==> config.mk <==
export PLATFORM = sky130hd
export DESIGN_NAME = stego_lsb_embed
export DESIGN_NICKNAME = d
export VERILOG_FILES = /design/src/rtl/stego_lsb_embed.sv
export SDC_FILE = /design/constraint.sdc
export NUM_CORES = 1
export LEC_CHECK = 0
export BUFFER_PORTS_ARGS = -buffer_cell sky130_fd_sc_hd__buf_2
export CAP_MARGIN = 5
export CORE_UTILIZATION = 45
export DETAILED_ROUTE_END_ITERATION = 6
export HOLD_SLACK_MARGIN = 0.1
export PLACE_DENSITY = 0.7
export SYNTH_ARGS = -nofsm -noshare
export SYNTH_HDL_FRONTEND = slang
export SYNTH_SLANG_ARGS = --single-unit
==> constraint.sdc <==
create_clock -name clk -period 4.5 [get_ports clk]
set_input_delay 0.225 -clock clk [delete_from_list [all_inputs] [get_ports clk]]
set_output_delay 0.225 -clock clk [all_outputs]
set_load 0.02 [all_outputs]
==> src/rtl/stego_lsb_embed.sv <==
module stego_lsb_embed #(
  parameter int PW = 8
) (
  input  logic          clk,
  input  logic          rst_n,
  input  logic          en,
  input  logic [2:0]    m_sel,
  input  logic [PW-1:0] pix_in,
  input  logic          msg1,
  input  logic [1:0]    msg2,
  input  logic [2:0]    msg3,
  input  logic [3:0]    msg4,
  output logic [PW-1:0] pix_out,
  output logic          pix_vld
);
  localparam int AW = PW + 2;
  localparam logic signed [AW-1:0] TOP = AW'((1 << PW) - 1);

  logic [3:0] prev_low;
  logic       started;
  logic [2:0] m_eff;
  logic [3:0] mask, seg, sum_low;
  logic signed [AW-1:0] raw, span, folded, delta, lim;
  logic [PW-1:0] nxt;

  assign m_eff   = (m_sel >= 3'd1 && m_sel <= 3'd4) ? m_sel : 3'd1;
  assign mask    = 4'((5'd1 << m_eff) - 5'd1);
  assign sum_low = (prev_low + (pix_in[3:0] & mask)) & mask;

  always_comb begin
    case (m_eff)
      3'd2:    seg = {2'b00, msg2};
      3'd3:    seg = {1'b0, msg3};
      3'd4:    seg = msg4;
      default: seg = {3'b000, msg1};
    endcase
  end

  assign raw    = $signed({2'b00, pix_in}) + $signed({{(AW-4){1'b0}}, seg})
                - $signed({{(AW-4){1'b0}}, sum_low});
  assign span   = $signed({{(AW-4){1'b0}}, mask}) + AW'(1);
  assign folded = (raw > TOP) ? raw - span : (raw < 0) ? raw + span : raw;
  assign nxt    = started ? folded[PW-1:0] : pix_in;

  always_ff @(posedge clk) begin
    if (!rst_n) begin
      pix_out  <= '0;
      pix_vld  <= 1'b0;
      prev_low <= '0;
      started  <= 1'b0;
    end else begin
      pix_vld <= en;
      if (en) begin
        pix_out  <= nxt;
        prev_low <= nxt[3:0];
        started  <= 1'b1;
      end else begin
        started  <= 1'b0;
      end
    end
  end

  assign delta = $signed({2'b00, nxt}) - $signed({2'b00, pix_in});
  assign lim   = $signed({{(AW-4){1'b0}}, mask});

  assert_vld_on_R2: assert property (@(posedge clk) disable iff (!rst_n)
    en |=> pix_vld);
  assert_vld_off_R2: assert property (@(posedge clk) disable iff (!rst_n)
    !en |=> !pix_vld);
  assert_first_pass_R3: assert property (@(posedge clk) disable iff (!rst_n)
    (en && !started) |=> pix_out == $past(pix_in));
  assert_chain_sum_R4: assert property (@(posedge clk) disable iff (!rst_n)
    (en && started) |-> ((prev_low + nxt[3:0]) & mask) == seg);
  assert_small_step_R5: assert property (@(posedge clk) disable iff (!rst_n)
    en |-> (delta <= lim && delta >= -lim));
  assert_hold_R10: assert property (@(posedge clk) disable iff (!rst_n)
    !en |=> $stable(pix_out));
endmodule

# == Yosys cells after proc, flatten, opt, wreduce, memory -nomap -nowiden ==
# Cells that the tools add are included.
# classes
order_cmp,4
n_shift,1
n_eq_ne,3
bitwise,2
addsub,7
n_reduce_logical,1
mux,6
# op_table
cell,count
$mux W8,3
$pmux W4 S3,1
$gt A10 B9 Y1 const B,1
$lt A10 B1 Y1 const B,1
$sub A9 B4 Y10,1
$add A8 B4 Y9,1
$add A8 B6 Y8,1
$and A4 B4 Y4,2
$sub A8 B6 Y8,1
$eq A3 B2 Y1 const B,2
$add A4 B1 Y5 const B,1
$add A4 B4 Y4,1
$shl A1 B3 Y4 const A,1
$sub A4 B1 Y4 const B,1
$eq A3 B3 Y1 const B,1
$ge A3 B1 Y1 const B,1
$le A3 B3 Y1 const B,1
$mux W3,1
$logic_and A1 B1 Y1,1
$mux W1,1
# totals
input_bits,24
register_bits,14
out_inout_bits,9
word_cells,28

# == Logic depth before layout (Yosys ltp) ==
# logic_depth
depth_word,13
mapped_depth,25
mapped_depth_nobuf,24

# == Least setup slack after synthesis ==
# OpenSTA, ideal clock, no wires.
# synth_timing
path_type,input-to-reg
startpoint,in m_sel[2]
endpoint,reg pix_out[7]
stages,21
path_buffers,1
t_required_ns,4.383
setup_slack_ns,-0.228
setup_ns,0.117
t_arrival_ns,4.611
cell_sequence,nor2b_1 > nor2b_1 > clkbuf_1 > nor2_1 > inv_1 > ha_1 > nand2b_1 > fa_1 > nor2_1 > fa_1 > inv_1 > fa_1 > xor2_1 > ha_1 > or3_1 > a31oi_1 > o21a_1 > or3_1 > o21ai_2 > xnor2_1 > a32o_1
# synth_between
elab_chain_cells,13
word_cells_on_any_way,23
cone_classes,7 x add/sub; 4 x order compare; 3 x eq/ne; 1 x shift; 5 x mux; 2 x bitwise; 1 x reduce/logical
# synth_rtl
item,line,source
from (decl),7,"input logic [2:0] m_sel,"
$ge A3 B1 Y1 or $le A3 B3 Y1 (tied branches),26,assign m_eff = (m_sel >= 3'd1 && m_sel <= 3'd4) ? m_sel : 3'd1;
$logic_and A1 B1 Y1,26,
$mux W3 (*),26,
$shl A1 B3 Y4,27,assign mask = 4'((5'd1 << m_eff) - 5'd1);
$sub A4 B1 Y4,27,
$and A4 B4 Y4,28,assign sum_low = (prev_low + (pix_in[3:0] & mask)) & mask;
$add A4 B4 Y4,28,
$and A4 B4 Y4,28,
$sub A9 B4 Y10,40,"- $signed({{(AW-4){1'b0}}, sum_low});"
$add A8 B6 Y8 or $lt A10 B1 Y1 (tied branches),42,assign folded = (raw > TOP) ? raw - span : (raw < 0) ? raw + span : raw;
$mux W8,42,
$mux W8 (*),42,
$mux W8 (*),43,assign nxt = started ? folded[PW-1:0] : pix_in;
to (signal assigned),54,pix_out <= nxt;
to (decl),13,"output logic [PW-1:0] pix_out,"
# Mark *: on every way between the ends. The rest lies on a longest branch, timed or not.
# A chain may end at the register's enable or synchronous reset.

# == Worst setup path in the final report ==
# Same ends and word-level chain as after synthesis.

==> results.yml <==
cells_and_area:
  final_area_mm2: 0.00225
  final_layout_size_suffix_gt1_share_pct: 30.6
  fin_cells: 326
  syn2layout_area_growth_pct: 31.7
  fin_nets: 335
  antenna_cells: 0
timing:
  setup_violations: 0
  finalCritPeriodShare_pct: 95.2
  clock.fmax_mhz: 233
  hold_violations: 0
  grt_setup_unrepaired: "false"
  hold_ws_ns: 0.301
  finalMaxSlewViolations: 0
  skew_ns: 0.00278
  post-route-min-period_ns: 4.28
critical_path:
  worst-r2r-setup-slack_ns: 0.51
  endpoint: "pix_out[7]"
  crit_buf_inv: 3
  end_kind: "flip-flop"
  cp_cell_sequence: "buf_2 > nor2b_4 > nor2b_4 > nor2_4 > inv_1 > ha_1 > nand2b_4 > fa_1 > nor2_1 > fa_1 > inv_1 > fa_2 > xor2_2 > ha_1 > or3_4 > a31oi_1 > o21a_1 > or3_1 > o21ai_2 > xnor2_1 > a32o_1"
  crit_cells: 21
  crit_start: "m_sel[2]"
  crit_type: "in2reg"
  worstPathArrival_ns: 4.41
  critPathRequiredTime_ns: 4.63
  reg2reg_from: "pix_out[0]"
  cp-start-kind: "input pin"
  rr_worst_depth: 16
  reg2reg_to: "pix_out[7]"
  path_delay_family: "adder cells"
  max_stage_delay_ns: 0.50
  critPathMaxFanout: 4
  cp_slowest_cell: "fa_1"
drt:
  drcViolationCount: 0
  vias: 1719
  dr.first_iter.drc_count: 81
  top_layer: "met4"
  routed_via_density: 5.27
  wl_met1_um: 2160
  dr.pass1.iters: 4
  wl_met2_um: 1980
  finalWirelength_um: 4330
  drtAntennaViolNets: 0
  wl_met3_um: 113
  wl_per_cell_um: 13.3
synth:
  synth_seq_cells: 9
  ys_warn_count: 0
  synth.avg_cell_area_um2: 7.71
  synthArstFlopShare_pct: 0
  synth-seq-area-share_pct: 10.5
  synth_cell_types: 48
  synthesis.area_mm2: 0.00171
  ys.flop_type: "dfxtp_1"
  syn_inst: 222
  synth_edf_count: 0
clock_network:
  cts_root_buffer: "clkbuf_8"
  clockBufferDepth: 2
  numCtsBuffers: 3
  clock_sinks: 9
  insertion_delay_ns: 0.24
  tritoncts: "built"
  h-tree-depth: 1
  clk_pin_slew_ns: 0.05
worst_hold_path:
  hp-class: "in2reg"
global_routing:
  grt_pass1_wl_um: 6820
  track_usage_pct: 21.6
  grt_pass1_vias: 1559
  grt-ovfl-total: 0
  grt_max_degree: 20
  grt_antenna_before_repair: 0
floorplan:
  start_util_pct: 46.8
  rows: 22
  core_area_mm2: 0.00366
  die_y_um: 63.7
  ios: 33
  die_w_um: 63.7
  dieArea_mm2: 0.00405
power_and_ir_drop:
  clkPwrFrac_pct: 11.7
  p_leak_nw: 1.11
  switchingPower_mw: 0.363
  powerDensity_mw_per_mm2: 369
  power_mw: 0.832
  swShare_pct: 43.7
  pwr-share-seq_pct: 11.5
  ir_drop_mv: 0.156
  combinationalPowerShare_pct: 76.8
  p_int_mw: 0.469
status:
  status: "finished, final reports clean"
place:
  dp.final_hpwl_um: 3640
  gp_congestion: 0.853
  dpl_cell_area_mm2: 0.00214
  numPortBuffers: 32
  placed_cells: 320
job:
  cap_violations: 0
[sequential cells by signal, indices dropped and copies added (netlist names)]
name and flops:
pix_vld 1, pix_out 8
[synth_stat cells (4+ instances only)]
cell type  number  area, um^2
inv_1          29         109
ha_1           25         313
a21oi_1        14        70.1
nor2_1         12        45.0
nand2_1        11        41.3
o21ai_0        11        55.1
xnor2_1        11        96.3
dfxtp_1         9         180
clkbuf_1        8        30.0
fa_1            7         140
nor2b_1         7        43.8
mux2i_1         6        60.1
o211ai_1        6        45.0
a21o_1          5        37.5
a31oi_1         5        31.3
o21ai_1         5        25.0
and2_1          4        25.0
o21a_1          4        30.0
xor2_1          4        35.0
[power groups by stage]
stage | Clock [mW] | Sequential, mW | Combinational (mW)
2_1_floorplan | 0 | 0.104 | 0.401
3_3_place_gp | 0 | 0.0963 | 0.587
3_5_place_dp | 0 | 0.0969 | 0.603
4_1_cts | 0.0967 | 0.0955 | 0.606
5_1_grt | 0.102 | 0.0963 | 0.702
6_report | 0.0976 | 0.0953 | 0.639
[how the worst min path moves through the flow]
| stage | endpoint | slack, ns | cells after the start | from |
|---|---|---|---|---|
| floorplan | pix_out[1] | 0.38 | 2 | pix_in[1] |
| global placement | pix_out[6] | 0.53 | 2 | pix_out[6] |
| detailed placement | pix_out[1] | 0.53 | 3 | pix_in[1] |
| CTS | pix_out[1] | 0.28 | 3 | pix_in[1] |
| global route | pix_out[1] | 0.31 | 3 | pix_in[1] |
| finish | pix_out[1] | 0.30 | 3 | pix_in[1] |
[final cells by class]
cell class                 count  area [um^2]
clock buffer                   4         45.0
fill                         330         1410
inverter                      29          109
multi-input combinational    176         1490
sequential                     9          180
tap                           48         60.1
timing repair buffer          60          370
[cells in the final DEF (no fill, tap or decap), types with 2 or more instances in the layout]
| cell type | instances |
|---|---|
| and2_1 | 4 |
| buf_4 | 28 |
| a31oi_1 | 5 |
| o22ai_1 | 2 |
| clkbuf_8 | 3 |
| xnor2_1 | 8 |
| nor3_1 | 2 |
| mux2i_1 | 6 |
| buf_2 | 32 |
| ha_4 | 2 |
| nand2b_1 | 2 |
| inv_1 | 29 |
| a21oi_1 | 13 |
| nor2b_1 | 4 |
| dfxtp_1 | 9 |
| o21ai_0 | 9 |
| nand3_1 | 3 |
| fa_1 | 6 |
| o211ai_2 | 2 |
| a21o_1 | 5 |
| nand2_1 | 11 |
| o21a_1 | 4 |
| nor2b_4 | 2 |
| conb_1 | 3 |
| nor2_1 | 11 |
| o211ai_1 | 6 |
| xnor2_2 | 3 |
| ha_1 | 23 |
| xor2_1 | 3 |
| o21ai_1 | 7 |
| a32o_1 | 2 |
[per-stage QoR]
| stage | setup WS, ns | utilization (%) | setup TNS [ns] |
|---|---|---|---|
| after global routing | 0.0129 | 61.6 | 0 |
| final | 0.216 | 61.6 | 0 |
| after floorplan | 0.00672 | - | 0 |
| after detailed placement | -0.213 | 58.5 | -0.721 |
| after global placement | -0.0714 | 58.5 | -0.123 |
| after CTS | 0.0369 | 59.7 | 0 |
[kinds of logic (layout without fill, tap and decap cells)]
family	Yosys count	in the layout	share of synthesized area (%)
mux	7	7	4.17
fa+ha+maj	32	32	26.5
simple gates	48	48	14.0
other cells	2	3	0.439
buf+inv	38	93	8.41
xor+xnor	15	15	7.68
flops	9	9	10.5
compound gates	71	71	28.3
[metal layers]
metal  vias up  GRT usage [%]
met1       801           28.8
li1        885              -
met4         0           10.8
met5         -              0
met2        27           34.8
met3         6           1.45
[timing repair]
action / CTS / global route
endpoints found under the setup margin: 0 / 7
hold buffers: 0 / 0
buffers inserted: 0 / 2
resized for setup: 0 / 12
hold endpoints to repair: 0 / 0
[tightest hold or removal path, cell delays in order]
cell and delay (ns):
buf_2 0.14, nand2_1 0.06, a31oi_1 0.07
No activity file was read; power rests on OpenSTA's default activity.
